File: config.mk
export PLATFORM = sky130hd
export DESIGN_NAME = if_gate_counter
export DESIGN_NICKNAME = d
export VERILOG_FILES = /design/src/rtl/ifc_pkg.sv /design/src/rtl/ifc_sync.sv /design/src/rtl/ifc_seq.sv /design/src/rtl/ifc_accum.sv /design/src/rtl/if_gate_counter.sv
export SDC_FILE = /design/constraint.sdc
export NUM_CORES = 1
export LEC_CHECK = 0
export BUFFER_PORTS_ARGS = -buffer_cell sky130_fd_sc_hd__buf_4
export CORE_UTILIZATION = 56
export DETAILED_ROUTE_END_ITERATION = 10
export GPL_TIMING_DRIVEN = 1
export PLACE_DENSITY = 0.77
export SLEW_MARGIN = 20
export SYNTH_ARGS = -nofsm -noshare
export SYNTH_HDL_FRONTEND = slang
export SYNTH_SLANG_ARGS = --single-unit
File: constraint.sdc
create_clock -name clk -period 3.5 [get_ports clk]
set_input_delay 0.35 -clock clk [delete_from_list [all_inputs] [get_ports clk]]
set_output_delay 0.35 -clock clk [all_outputs]
set_load 0.01 [all_outputs]
File: src/rtl/ifc_pkg.sv
package ifc_pkg;
  typedef enum logic [1:0] {
    PH_IDLE = 2'd0,
    PH_WAIT = 2'd1,
    PH_GATE = 2'd2,
    PH_DONE = 2'd3
  } ifc_phase_e;
endpackage

File: src/rtl/ifc_sync.sv
module ifc_sync #(
  parameter int unsigned STAGES = 2
) (
  input  logic clk,
  input  logic rst_n,
  input  logic async_in,
  output logic rise
);
  logic [STAGES-1:0] stage_q;
  logic              prev_q;

  generate
    for (genvar g = 0; g < STAGES; g++) begin : g_stage
      if (g == 0) begin : g_first
        always_ff @(posedge clk or negedge rst_n) begin
          if (!rst_n) stage_q[g] <= 1'b0;
          else        stage_q[g] <= async_in;
        end
      end else begin : g_next
        always_ff @(posedge clk or negedge rst_n) begin
          if (!rst_n) stage_q[g] <= 1'b0;
          else        stage_q[g] <= stage_q[g-1];
        end
      end
    end
  endgenerate

  always_ff @(posedge clk or negedge rst_n) begin
    if (!rst_n) prev_q <= 1'b0;
    else        prev_q <= stage_q[STAGES-1];
  end

  assign rise = stage_q[STAGES-1] & ~prev_q;
endmodule

File: src/rtl/ifc_seq.sv
module ifc_seq
  import ifc_pkg::*;
#(
  parameter int unsigned BASE_GATE  = 8,
  parameter int unsigned SHORT_WAIT = 4,
  parameter int unsigned LONG_WAIT  = 8
) (
  input  logic       clk,
  input  logic       rst_n,
  input  logic       cfg_load,
  input  logic       run_in,
  input  logic [1:0] gate_sel,
  input  logic       ref_tick,
  output ifc_phase_e phase,
  output logic       start,
  output logic       stop,
  output logic       finish
);
  localparam int unsigned TW = $clog2(BASE_GATE * 8 + 1);

  ifc_phase_e    phase_q, phase_d;
  logic [TW-1:0] left_q, left_d;
  logic [1:0]    sel_q, sel_d;
  logic          run_q, run_d;
  logic          last_tick;

  function automatic logic [TW-1:0] gate_len(input logic [1:0] s);
    return TW'(BASE_GATE) << s;
  endfunction

  function automatic logic [TW-1:0] wait_len(input logic [1:0] s);
    return s[1] ? TW'(LONG_WAIT) : TW'(SHORT_WAIT);
  endfunction

  assign start     = cfg_load & run_in & ~run_q;
  assign stop      = cfg_load & ~run_in;
  assign last_tick = ref_tick & (left_q == TW'(1));
  assign finish    = (phase_q == PH_GATE) & last_tick & ~start & ~stop;

  always_comb begin
    phase_d = phase_q;
    left_d  = left_q;
    sel_d   = sel_q;
    run_d   = cfg_load ? run_in : run_q;
    if (stop) begin
      phase_d = PH_IDLE;
    end else if (start) begin
      phase_d = PH_WAIT;
      left_d  = wait_len(gate_sel);
      sel_d   = gate_sel;
    end else begin
      unique case (phase_q)
        PH_WAIT: if (ref_tick) begin
          if (last_tick) begin
            phase_d = PH_GATE;
            left_d  = gate_len(sel_q);
          end else begin
            left_d = left_q - TW'(1);
          end
        end
        PH_GATE: if (ref_tick) begin
          if (last_tick) phase_d = PH_DONE;
          else           left_d  = left_q - TW'(1);
        end
        default: ;
      endcase
    end
  end

  always_ff @(posedge clk or negedge rst_n) begin
    if (!rst_n) begin
      phase_q <= PH_IDLE;
      left_q  <= '0;
      sel_q   <= '0;
      run_q   <= 1'b0;
    end else begin
      phase_q <= phase_d;
      left_q  <= left_d;
      sel_q   <= sel_d;
      run_q   <= run_d;
    end
  end

  assign phase = phase_q;
endmodule

File: src/rtl/ifc_accum.sv
module ifc_accum #(
  parameter int unsigned W = 20
) (
  input  logic         clk,
  input  logic         rst_n,
  input  logic         clr,
  input  logic         en,
  input  logic         inc,
  output logic [W-1:0] value
);
  logic [W-1:0] val_q, val_d;
  logic         full;

  assign full = &val_q;

  always_comb begin
    val_d = val_q;
    if (clr)                   val_d = '0;
    else if (en & inc & ~full) val_d = val_q + W'(1);
  end

  always_ff @(posedge clk or negedge rst_n) begin
    if (!rst_n) val_q <= '0;
    else        val_q <= val_d;
  end

  assign value = val_q;
endmodule

File: src/rtl/if_gate_counter.sv
module if_gate_counter
  import ifc_pkg::*;
#(
  parameter int unsigned CNT_W       = 20,
  parameter int unsigned SYNC_STAGES = 2,
  parameter int unsigned BASE_GATE   = 8,
  parameter int unsigned SHORT_WAIT  = 4,
  parameter int unsigned LONG_WAIT   = 8
) (
  input  logic             clk,
  input  logic             rst_n,
  input  logic             if_in,
  input  logic             ref_tick,
  input  logic             cfg_load,
  input  logic             run_in,
  input  logic [1:0]       gate_sel,
  input  logic             sens_in,
  input  logic             stat_sel,
  input  logic             ce_hi,
  input  logic             rd_load,
  input  logic             rd_shift,
  output logic [CNT_W-1:0] result,
  output logic             done,
  output logic             stat_low,
  output logic             rd_bit,
  output logic             sens_out
);
  ifc_phase_e       phase;
  logic             start, stop, finish, edge_seen;
  logic             flag_q, flag_d, sens_q, sens_d;
  logic [CNT_W-1:0] shreg_q, shreg_d;

  ifc_sync #(.STAGES(SYNC_STAGES)) u_sync (
    .clk(clk), .rst_n(rst_n), .async_in(if_in), .rise(edge_seen)
  );

  ifc_seq #(
    .BASE_GATE(BASE_GATE), .SHORT_WAIT(SHORT_WAIT), .LONG_WAIT(LONG_WAIT)
  ) u_seq (
    .clk(clk), .rst_n(rst_n), .cfg_load(cfg_load), .run_in(run_in),
    .gate_sel(gate_sel), .ref_tick(ref_tick), .phase(phase),
    .start(start), .stop(stop), .finish(finish)
  );

  ifc_accum #(.W(CNT_W)) u_accum (
    .clk(clk), .rst_n(rst_n), .clr(start | stop),
    .en(phase == PH_GATE), .inc(edge_seen), .value(result)
  );

  always_comb begin
    flag_d = flag_q;
    if (ce_hi | cfg_load) flag_d = 1'b0;
    else if (finish)      flag_d = 1'b1;
    sens_d  = cfg_load ? sens_in : sens_q;
    shreg_d = shreg_q;
    if (rd_load)       shreg_d = result;
    else if (rd_shift) shreg_d = shreg_q << 1;
  end

  always_ff @(posedge clk or negedge rst_n) begin
    if (!rst_n) begin
      flag_q  <= 1'b0;
      sens_q  <= 1'b0;
      shreg_q <= '0;
    end else begin
      flag_q  <= flag_d;
      sens_q  <= sens_d;
      shreg_q <= shreg_d;
    end
  end

  assign done     = (phase == PH_DONE);
  assign stat_low = flag_q & stat_sel;
  assign rd_bit   = shreg_q[CNT_W-1];
  assign sens_out = sens_q;
endmodule

==> summary.txt, run 1 <==
Status
  – Status: complete, no violations

Timing
  – Final Hold Vio Count: 0
  – RSZ-0062 raised after global routing: false
  – Tmin final: 2.509 ns
  – Max Freq: 398.6 MHz
  – Setup violators final: 0
  – Setup tns final: 0 ns
  – Relative slew slack: 40.59%
  – Final Max Tran Viols: 0
  – Hold_ws: 0.05418 ns
  – Worst slew pin tran: 0.8792 ns
  – Crit share post-route: 71.68%
  – Clock skew: 0.009961 ns

Setup path
  – Critical Path AT: 2.77 ns
  – Crit. End Element: flip-flop
  – CP delay by family, top: simple AND/OR/NAND/NOR gates
  – Setup CP Type: flip-flop to flip-flop
  – Critical-path top delay cell: or4_1
  – WP depth: 6
  – Cell mode on critical path: or4_1
  – Worst Path Required: 3.77 ns
  – CP max FO: 10
  – WP buf/inv: 1
  – Crit path cell chain: inv_1 -> ha_1 -> nand3b_1 -> or4_1 -> or4_1 -> a21oi_1
  – Max incr delay on CP: 0.69 ns
  – Crit path launch type: flip-flop
  – Worst r2r path cells: 6

Drt
  – Total wire length: 6.620 mm
  – DR vias: 2552
  – Iteration-0 DRC Markers: 255
  – First-pass DRT Iterations: 5
  – Avg WL per Cell: 15.50 µm
  – Routed Antenna Nets: 0
  – DRC Markers: 0
  – Vias per inst: 5.977

Placed design
  – I/O Buffers: 36
  – Post-DP Area: 3336 µm²
  – RePlAce Congestion: 0.9575
  – Dpl hpwl: 4.459 mm
  – Placed insts: 411

CTS
  – CTS Sinks: 57
  – CTS tree: yes
  – Clk pin slew, worst setup/hold paths: 0.07 ns
  – # H-tree levels: 3
  – Clock root buffer: clkbuf_8
  – CTS buffer count: 9
  – Clock latency on the worst-skew pair: 0.34 ns
  – PostCTS Resize Cnt: 0
  – Clock tree buffer depth: 2
  – Setup Buffers After CTS: 0
  – Hold_buf cts: 0

Global route
  – GRT Overall Usage: 26.03%
  – Initial antenna violation count: 0
  – First-pass GRT wire length: 10.96 mm
  – Vias in the first global route: 2265
  – GRT overflow: 0
  – Largest net degree at the start of global routing: 58

Logic synthesis
  – Most frequent cell after synthesis: dfrtp_1
  – Synth top area share: 47.22%
  – Top FF cell, synth: dfrtp_1
  – Main combinational cell family by area after synthesis: simple AND/OR/NAND/NOR gates
  – Cells after synthesis: 317
  – Mapped cell area: 3020 µm²
  – Commonest cells in the netlist: 57 x dfrtp_1, 50 x nand2_1, 30 x o21ai_0
  – Sequential area share after synthesis: 47.22%
  – Asr flop ratio synth: 100.0%
  – Post-synthesis area per instance: 9.528 µm²
  – Leading area contributor after synthesis: dfrtp_1
  – Post-Synth Simple-Gate Area: 21.42%
  – Post-synthesis compound-gate area fraction: 17.27%
  – Seq cells post-synth: 57
  – Post-synthesis mux area share: 8.368%
  – Adder-cell share of the synthesized area: 2.486%
  – XOR/XNOR Fraction of Synth Area: 0.5800%
  – EDFF count, synth: 0
  – Synth area leaders: dfrtp_1 47%, mux2i_1 7.6%, nand2_1 6.2%
  – Post-Syn Nets: 336
  – Yosys cell types: 50
  – Synth warnings: 0

Power
  – Power Total: 1.762 mW
  – Power Dens Cells: 498.7 nW/µm²
  – Maximum VDD drop: 0.3882 mV
  – LEAKAGE: 1.596 nW

Finish
  – Synthesis-to-finish area growth: 16.94%
  – Ant diodes: 0
  – Final net count: 371
  – Fin cells: 427
  – Finished Cell Area: 3532 µm²
  – Layout cells sized above 1: 17.37%

Worst hold path
  – Worst hold path type: input pin to async pin

Floorplanning
  – Core Box Area: 5140 µm²
  – Starting Density: 58.76%
  – Die area: 5691 µm²
  – Die W: 75.44 µm
  – Die Y: 75.44 µm
  – Num rows: 26
  – IO Pins: 37

Run
  – MaxCap Viol Count: 0
through the flow:
| step | utilization (%) | setup slack, ns |
|---|---|---|
| CTS | 68.72 | 0.9778 |
| global placement | 64.90 | 1.129 |
| floorplan | - | 1.310 |
| global route | 68.72 | 0.8085 |
| finish | 68.72 | 0.9913 |
| detailed placement | 64.90 | 1.031 |
layer usage:
layer,GRT usage (%),vias up,share of wire (%)
li1,-,1251,-
met1,39.95,1209,50
met2,35.71,84,44
met3,6.349,8,5.7
met4,9.259,0,1.0
met5,0,-,0
kinds of logic (layout without fill, tap and decap cells):
group	count (synthesis)	in the layout
fa+ha+maj	6	6
xor+xnor	2	2
compound gates	82	82
simple gates	125	125
mux	25	25
flops	57	57
buf+inv	20	60
final timing paths:
kind / slack, ns / endpoint / startpoint
min in group clk: 0.12 / u_sync.stage_q[0]$_DFF_PN0_ / if_in
min: 0.05 / u_accum.value[18]$_DFFE_PN0P_ / rst_n
min reg2reg: 0.36 / u_sync.stage_q[1]$_DFF_PN0_ / u_sync.stage_q[0]$_DFF_PN0_
max in group asynchronous: 2.94 / u_accum.value[7]$_DFFE_PN0P_ / rst_n
max: 0.99 / u_accum.value[11]$_DFFE_PN0P_ / u_seq.phase[0]$_DFFE_PN0P_
max reg2reg: 0.99 / u_accum.value[11]$_DFFE_PN0P_ / u_seq.phase[0]$_DFFE_PN0P_
report_power, final:
| group | internal [mW] | switching [mW] |
|---|---|---|
| Sequential | 0.719 | 0.0676 |
| Combinational | 0.158 | 0.204 |
| Clock | 0.345 | 0.267 |
layout make-up:
type,count,area [µm²]
well taps,70,87.58
flip-flops and latches,57,1426
multi-input cells,240,1514
inverters,6,22.52
fillers,444,1608
clock inverters,5,55.05
clock buffers,11,141.4
repair buffers,38,285.3
registers in the layout (all words and copies together) (netlist names):
signal and count:
u_sync.prev_q 1, u_seq.run_q 1, u_seq.sel_q 2, shreg_q 20, u_sync.stage_q 2, u_seq.phase 2
u_seq.left_q 7, sens_out 1, u_accum.value 20, flag_q 1
cell usage in the layout (no fill, tap or decap), types with 3 or more instances in the layout:
| master | instances |
|---|---|
| dfrtp_1 | 57 |
| nand2_1 | 50 |
| buf_4 | 38 |
| o21ai_0 | 30 |
| mux2i_1 | 23 |
| a21oi_1 | 18 |
| nor2_1 | 16 |
| clkbuf_8 | 10 |
| nand4_1 | 7 |
| inv_1 | 6 |
| and3_1 | 6 |
| a31oi_1 | 6 |
| nand3_1 | 6 |
| nor3_1 | 6 |
| ha_1 | 6 |
| and2_1 | 5 |
| a211oi_1 | 4 |
| or4_1 | 4 |
| nand2b_1 | 3 |
| nor4_1 | 3 |
| and4_1 | 3 |
| a41o_1 | 3 |
| o31ai_1 | 3 |
| o41ai_1 | 3 |
| a2111o_1 | 3 |
Power figures use the tool's default switching activity.
==> run 2: changes to the inputs <==
--- a/config.mk
+++ b/config.mk
@@ -6,10 +6,10 @@
 export NUM_CORES = 1
 export LEC_CHECK = 0
 export BUFFER_PORTS_ARGS = -buffer_cell sky130_fd_sc_hd__buf_4
-export CORE_UTILIZATION = 56
+export CORE_UTILIZATION = 52
 export DETAILED_ROUTE_END_ITERATION = 10
 export GPL_TIMING_DRIVEN = 1
-export PLACE_DENSITY = 0.77
+export PLACE_DENSITY = 0.75
 export SLEW_MARGIN = 20
 export SYNTH_ARGS = -nofsm -noshare
 export SYNTH_HDL_FRONTEND = slang
==> constraint.sdc (replaced) <==
create_clock -name clk -period 2.2 [get_ports clk]
set_input_delay 0.22 -clock clk [delete_from_list [all_inputs] [get_ports clk]]
set_output_delay 0.22 -clock clk [all_outputs]
set_load 0.01 [all_outputs]
==> run 2 against run 1 <==
- design area grew 2.8%
- sequential share of layout area decreased by 1.1 points
- combinational power increased by 70%
- setup slack lost 0.90 ns
- largest power group unchanged
- highest routed layer unchanged
==> summary.txt, run 2 (synthesized netlist as in run 1, its figures left out) <==
Status
  – Status: complete, no violations

CTS
  – CTS tree: yes
  – Clock latency on the worst-skew pair: 0.33 ns (about the same)
  – # H-tree levels: 3 (unchanged)
  – Clock root buffer: clkbuf_8
  – CTS Sinks: 57 (unchanged)
  – Clk pin slew, worst setup/hold paths: 0.07 ns (about the same)
  – Clock tree buffer depth: 2 (unchanged)
  – CTS buffer count: 9 (unchanged)

Global route
  – GRT Overall Usage: 24.23% (-1.8 points)
  – Initial antenna violation count: 0 (unchanged)
  – Vias in the first global route: 2402 (+6.0%)
  – GRT overflow: 0 (unchanged)
  – First-pass GRT wire length: 11.47 mm (+4.7%)
  – Largest net degree at the start of global routing: 58 (unchanged)

Placed design
  – Placed insts: 426 (+3.6%)
  – I/O Buffers: 36 (unchanged)
  – Dpl hpwl: 4.673 mm (+4.8%)
  – RePlAce Congestion: 0.8682 (-9.3%)

Floorplanning
  – Num rows: 27 (+3.8%)
  – Die W: 78.22 µm (+3.7%)
  – Core Box Area: 5540 µm² (+7.8%)
  – Die area: 6118 µm² (+7.5%)
  – Die Y: 78.22 µm (+3.7%)
  – Starting Density: 54.52% (-4.2 points)
  – IO Pins: 37 (unchanged)

Timing
  – Relative slew slack: 52.69% (+12 points)
  – Worst slew pin tran: 0.7097 ns (-0.1695 ns)
  – Setup tns final: 0 ns (unchanged)
  – Setup violators final: 0 (unchanged)
  – Max Freq: 475.1 MHz (+19%)
  – Final Max Tran Viols: 0 (unchanged)
  – Tmin final: 2.105 ns (-0.4040 ns)
  – Clock skew: 0.007092 ns (-0.002869 ns)
  – RSZ-0062 raised after global routing: false
  – Crit share post-route: 95.67% (+24 points)
  – Final Hold Vio Count: 0 (unchanged)

Finish
  – Fillers: 488 (+9.9%)
  – Layout cells sized above 1: 20.70% (+3.3 points)
  – Fin cells: 444 (+4.0%)
  – Commonest cells after routing, fill and taps aside: 57 x dfrtp_1, 51 x buf_4, 50 x nand2_1
  – Commonest non-fill, non-tap cell in the layout: dfrtp_1
  – Synthesis-to-finish area growth: 20.22%
  – Ant diodes: 0 (unchanged)
  – Final net count: 386 (+4.0%)

Drt
  – Vias per inst: 5.745 (-3.9%)
  – Total wire length: 6.756 mm (+2.1%)
  – First-pass DRT Iterations: 5 (unchanged)
  – DR vias: 2551 (-0.039%)
  – Iteration-0 DRC Markers: 262 (+2.7%)
  – Avg WL per Cell: 15.22 µm (-1.9%)
  – Routed Antenna Nets: 0 (unchanged)
  – DRC Markers: 0 (unchanged)

Run
  – MaxCap Viol Count: 0 (unchanged)

Setup path
  – Crit path launch type: flip-flop
  – Critical Path AT: 2.35 ns (-0.42 ns)
  – Critical-path top delay cell: or4_4
  – Crit. End Element: flip-flop
  – Crit path cell chain: inv_1 -> ha_1 -> nand3b_1 -> or4_4 -> or4_1 -> a21oi_1
  – Setup CP Type: flip-flop to flip-flop
  – CP max FO: 10 (unchanged)
  – Worst Path Required: 2.45 ns (-1.32 ns)
  – Max incr delay on CP: 0.56 ns (-0.13 ns)

Power
  – Maximum VDD drop: 0.5165 mV (+33%)
  – LEAKAGE: 1.664 nW (+4.3%)
  – Power Dens Cells: 746.3 nW/µm² (+50%)

Worst hold path
  – Worst hold path type: input pin to flip-flop
[run 2: metrics by stage]
stage	worst slack [ns]	total power, mW	hold WS, ns	util (%)	cell area [µm²]
CTS	0.09158	2.722	0.01990	65.54	3631
global placement	0.1041	1.866	0.3273	62.01	3436
detailed placement	0.06203	1.878	0.3185	62.01	3436
finish	0.09529	2.710	0.03574	65.54	3631
global route	0.01388	2.887	0.01925	65.54	3631
floorplan	0.01017	1.682	-0.07559	-	3020
[run 2: routing by layer]
layer | track usage (%) | vias up | part of all wire (%)
li1 | - | 1274 | -
met1 | 36.09 | 1211 | 51
met2 | 35.00 | 59 | 44
met3 | 5.116 | 7 | 3.6
met4 | 8.148 | 0 | 1.3
met5 | 0 | - | 0
[run 2: final cells by class]
type	count	area, µm²	area share, %
Clock buffer	9	123.9	3.411
Timing Repair Buffer	53	402.9	11.10
Inverter	6	22.52	0.6203
Sequential cell	57	1426	39.28
Tap cell	72	90.09	2.481
Clock inverter	7	47.55	1.309
Multi-Input combinational cell	240	1518	41.80
[run 2: worst paths after layout]
| path | from | to | slack (ns) | depth (start not counted) |
|---|---|---|---|---|
| worst max-delay path | u_seq.phase[0]$_DFFE_PN0P_ | u_accum.value[11]$_DFFE_PN0P_ | 0.1 | 6 |
| worst min register to register | u_sync.stage_q[0]$_DFF_PN0_ | u_sync.stage_q[1]$_DFF_PN0_ | 0.36 | 0 |
| worst max register to register | u_seq.phase[0]$_DFFE_PN0P_ | u_accum.value[11]$_DFFE_PN0P_ | 0.1 | 6 |
| worst min-delay path | ce_hi | flag_q$_DFFE_PN0P_ | 0.04 | 2 |
| max in group asynchronous | rst_n | u_accum.value[11]$_DFFE_PN0P_ | 1.24 | 2 |
| min in group asynchronous | rst_n | u_accum.value[18]$_DFFE_PN0P_ | 0.47 | 2 |
[run 2: what timing repair did]
item / CTS / global route
endpoints found under the hold margin: 58 / 0
buffers inserted: 0 / 0
hold buffers: 2 / 0
setup endpoints to repair: 1 / 0
resized for setup: 1 / 0
[run 2: worst max-delay path: cells and delay by family (launching register included)]
| family | cells | cell delay, ns |
|---|---|---|
| simple gates | 3 | 1.21 |
| flops | 1 | 0.41 |
| compound gates | 1 | 0.18 |
| fa+ha+maj | 1 | 0.16 |
| buf+inv | 1 | 0.07 |
[run 2: power breakdown]
part           internal [mW]  total (mW)  leakage, nW  switching [mW]
combinational          0.285       0.617        0.808           0.332
sequential              1.14        1.25        0.771           0.109
clock                  0.404       0.840       0.0850           0.435
==> run 3: changes to the inputs <==
--- a/config.mk
+++ b/config.mk
@@ -5,6 +5,7 @@
 export SDC_FILE = /design/constraint.sdc
 export NUM_CORES = 1
 export LEC_CHECK = 0
+export ABC_AREA = 1
 export BUFFER_PORTS_ARGS = -buffer_cell sky130_fd_sc_hd__buf_4
 export CORE_UTILIZATION = 52
 export DETAILED_ROUTE_END_ITERATION = 10
==> run 3 against run 2 <==
- register-to-register slack gained 0.18 ns
- combinational power grew 14%
- design area up 0.21%
- via count up 8.8%
==> summary.txt, run 3 <==
Status
  – Status: complete, no violations

Drt
  – DRC Markers: 0 (unchanged)
  – Total wire length: 7.295 mm (+8.0%)
  – Vias per inst: 5.378 (-6.4%)
  – Avg WL per Cell: 14.14 µm (-7.1%)
  – First-pass DRT Iterations: 4 (-1)
  – Routed Antenna Nets: 0 (unchanged)
  – DR vias: 2775 (+8.8%)
  – Iteration-0 DRC Markers: 173 (-34%)

Timing
  – Clock skew: 0.005235 ns (-0.001857 ns)
  – RSZ-0062 raised after global routing: false
  – Hold_ws: 0.02288 ns (-0.01286 ns)
  – Setup tns final: 0 ns (unchanged)
  – Tmin final: 1.929 ns (-0.1759 ns)
  – Relative slew slack: 51.95% (-0.74 points)
  – Max Freq: 518.4 MHz (+9.1%)
  – Setup WS post-layout: 0.2712 ns (+0.1759 ns)
  – Worst slew pin tran: 0.7207 ns (+0.01104 ns)
  – Setup violators final: 0 (unchanged)
  – Crit share post-route: 87.67% (-8.0 points)
  – Final Max Tran Viols: 0 (unchanged)
  – Final Hold Vio Count: 0 (unchanged)

Placed design
  – Placed insts: 498 (+17%)
  – RePlAce Congestion: 0.9240 (+6.4%)
  – Place WS: 0.2917 ns (+0.2297 ns)
  – I/O Buffers: 36 (unchanged)
  – Dpl hpwl: 5.088 mm (+8.9%)

Floorplanning
  – Starting Density: 54.93% (+0.42 points)
  – Die area: 6273 µm² (+2.5%)
  – Die Y: 79.20 µm (+1.3%)
  – Core Box Area: 5642 µm² (+1.8%)
  – IO Pins: 37 (unchanged)
  – Num rows: 27 (unchanged)
  – Die W: 79.20 µm (+1.3%)

Setup path
  – Setup CP Type: flip-flop to flip-flop
  – Max incr delay on CP: 0.47 ns (-0.09 ns)
  – Critical-path top delay cell: dfrtp_1
  – Worst Path Required: 2.48 ns (+0.03 ns)
  – Worst r2r src: u_accum.value[0]$_DFFE_PN0P_
  – Worst Setup SP: u_accum.value[0]$_DFFE_PN0P_
  – CP max FO: 17 (+7)
  – Crit. End Element: flip-flop
  – Crit path launch type: flip-flop
  – Crit path cell chain: ha_1 -> nand2_2 -> nor2_4 -> nand3_2 -> o21bai_4 -> nand2_4 -> inv_6 -> nand2_1 -> nand2_1
  – Critical Path AT: 2.21 ns (-0.14 ns)
  – Cell mode on critical path: nand2_1

Logic synthesis
  – Synth warnings: 0 (unchanged)
  – Post-Syn Nets: 417 (+24%)
  – Adder-cell share of the synthesized area: 2.422% (-0.063 points)
  – Cells after synthesis: 398 (+26%)
  – Seq cells post-synth: 57 (unchanged)
  – Post-synthesis compound-gate area fraction: 7.428% (-9.8 points)
  – Post-synthesis area per instance: 7.787 µm² (-18%)
  – Most frequent cell after synthesis: nand2_1
  – Top FF cell, synth: dfrtp_1
  – Post-synthesis mux area share: 0% (-8.4 points)
  – Sequential area share after synthesis: 46.02% (-1.2 points)
  – Main combinational cell family by area after synthesis: simple AND/OR/NAND/NOR gates
  – Synth area leaders: dfrtp_1 46%, nand2_1 14%, nor2_1 7.9%
  – Asr flop ratio synth: 100.0% (unchanged)
  – Post-Synth Simple-Gate Area: 33.14% (+12 points)
  – Leading area contributor after synthesis: dfrtp_1
  – XOR/XNOR Fraction of Synth Area: 5.369% (+4.8 points)
  – Yosys cell types: 32 (-36%)
  – Mapped cell area: 3099 µm² (+2.6%)
  – Synth top area share: 46.02% (-1.2 points)
  – EDFF count, synth: 0 (unchanged)
  – Commonest cells in the netlist: 116 x nand2_1, 65 x nor2_1, 57 x dfrtp_1

Finish
  – Layout cells sized above 1: 16.22% (-4.5 points)
  – Commonest cells after routing, fill and taps aside: 116 x nand2_1, 65 x nor2_1, 57 x dfrtp_1
  – Fin cells: 516 (+16%)
  – Ant diodes: 0 (unchanged)
  – Final cell utilization of the core: 64.49% (-1.0 points)
  – Synthesis-to-finish area growth: 17.40%
  – Final net count: 458 (+19%)
  – Commonest non-fill, non-tap cell in the layout: nand2_1
  – Fillers: 478 (-2.0%)

Worst hold path
  – Worst hold path type: input pin to flip-flop
  – HP Start: ce_hi

Power
  – LEAKAGE: 1.763 nW (+5.9%)
  – Maximum VDD drop: 0.5020 mV (-2.8%)
  – Power Dens Cells: 829.3 nW/µm² (+11%)

CTS
  – Clk pin slew, worst setup/hold paths: 0.06 ns (about the same)
  – CTS Sinks: 57 (unchanged)
  – Clock latency on the worst-skew pair: 0.34 ns (about the same)
  – # H-tree levels: 3 (unchanged)
  – PostCTS Resize Cnt: 0 (-1)
  – CTS buffer count: 9 (unchanged)
  – CTS tree: yes
  – Clock tree buffer depth: 2 (unchanged)
  – Clock root buffer: clkbuf_8
  – Setup Buffers After CTS: 0 (unchanged)

Run
  – MaxCap Viol Count: 0 (unchanged)

Global route
  – Largest net degree at the start of global routing: 58 (unchanged)
  – First-pass GRT wire length: 12.68 mm (+11%)
  – Vias in the first global route: 2649 (+10%)
  – GRT overflow: 0 (unchanged)
  – GRT Overall Usage: 26.95% (+2.7 points)
  – Initial antenna violation count: 0 (unchanged)
[run 3: changes by cell type in the layout (fill, tap and decap cells not counted), sizes merged, moves of 6 or more]
cell,before,now
a21oi,18,2
and3,6,0
buf,51,38
inv,6,26
mux2i,23,0
nand2,50,123
nand3,6,26
nand4,8,2
nor2,16,72
nor3,6,17
o21ai,30,13
o22ai,1,17
xor2,2,16
[run 3: what timing repair did]
action / CTS / global route
endpoints found under the setup margin: 0 / 0
hold endpoints to repair: 58 / 0
hold buffers: 2 / 0
[run 3: cells by family (layout without fill, tap and decap cells)]
family	count (synthesis)	after routing
and+or+nand+nor	241	241
DFF	57	57
buffers and inverters	38	84
AOI/OAI and AO/OA	37	37
xor gates and xnor gates	19	19
adders and majority gates	6	6
[run 3: cell type report]
cell class,count,area [µm²],share of cell area (%)
clock buffer,14,172.7,4.746
sequential,57,1426,39.20
inverter,28,110.1,3.026
timing repair buffer,40,305.3,8.391
tap,72,90.09,2.476
multi-input combinational,303,1499,41.20
clock inverter,2,35.03,0.9629
[run 3: worst max-delay path, delay by kind of cell, from the launching register on]
family          cells  cell delay (ns)
fa+ha+maj           1             0.34
compound gates      1             0.17
flops               1             0.47
buf+inv             1             0.20
simple gates        6             0.69
[run 3: through the flow]
stage                     area [µm²]  power (mW)
final                           3638       3.017
after global placement          3411       1.993
after global routing            3638       3.204
after detailed placement        3411       2.012
after floorplan                 3099       1.830
after CTS                       3638       3.037
[run 3: per-layer routing]
layer / vias up / global-route usage, % / wire (µm)
li1: 1371 / - / -
met4: 0 / 10.73 / 152
met5: - / 0 / 0
met2: 82 / 43.19 / 3506
met3: 15 / 6.092 / 402
met1: 1307 / 35.32 / 3233
[run 3: path summary, 6_finish.rpt]
check	slack (ns)	to	cells past startpoint
max	0.27	u_accum.value[19]$_DFFE_PN0P_	9
min	0.02	flag_q$_DFFE_PN0P_	2
max reg2reg	0.27	u_accum.value[19]$_DFFE_PN0P_	9
min reg2reg	0.35	u_sync.stage_q[1]$_DFF_PN0_	0
max in group asynchronous	1.25	sens_out$_DFFE_PN0P_	2
min in group asynchronous	0.47	u_seq.left_q[5]$_DFFE_PN0P_	2
[run 3: report_power, final]
part | switching (mW) | internal, mW
Sequential | 0.115 | 1.18
Clock | 0.401 | 0.614
Combinational | 0.430 | 0.276
Total | 0.946 | 2.07
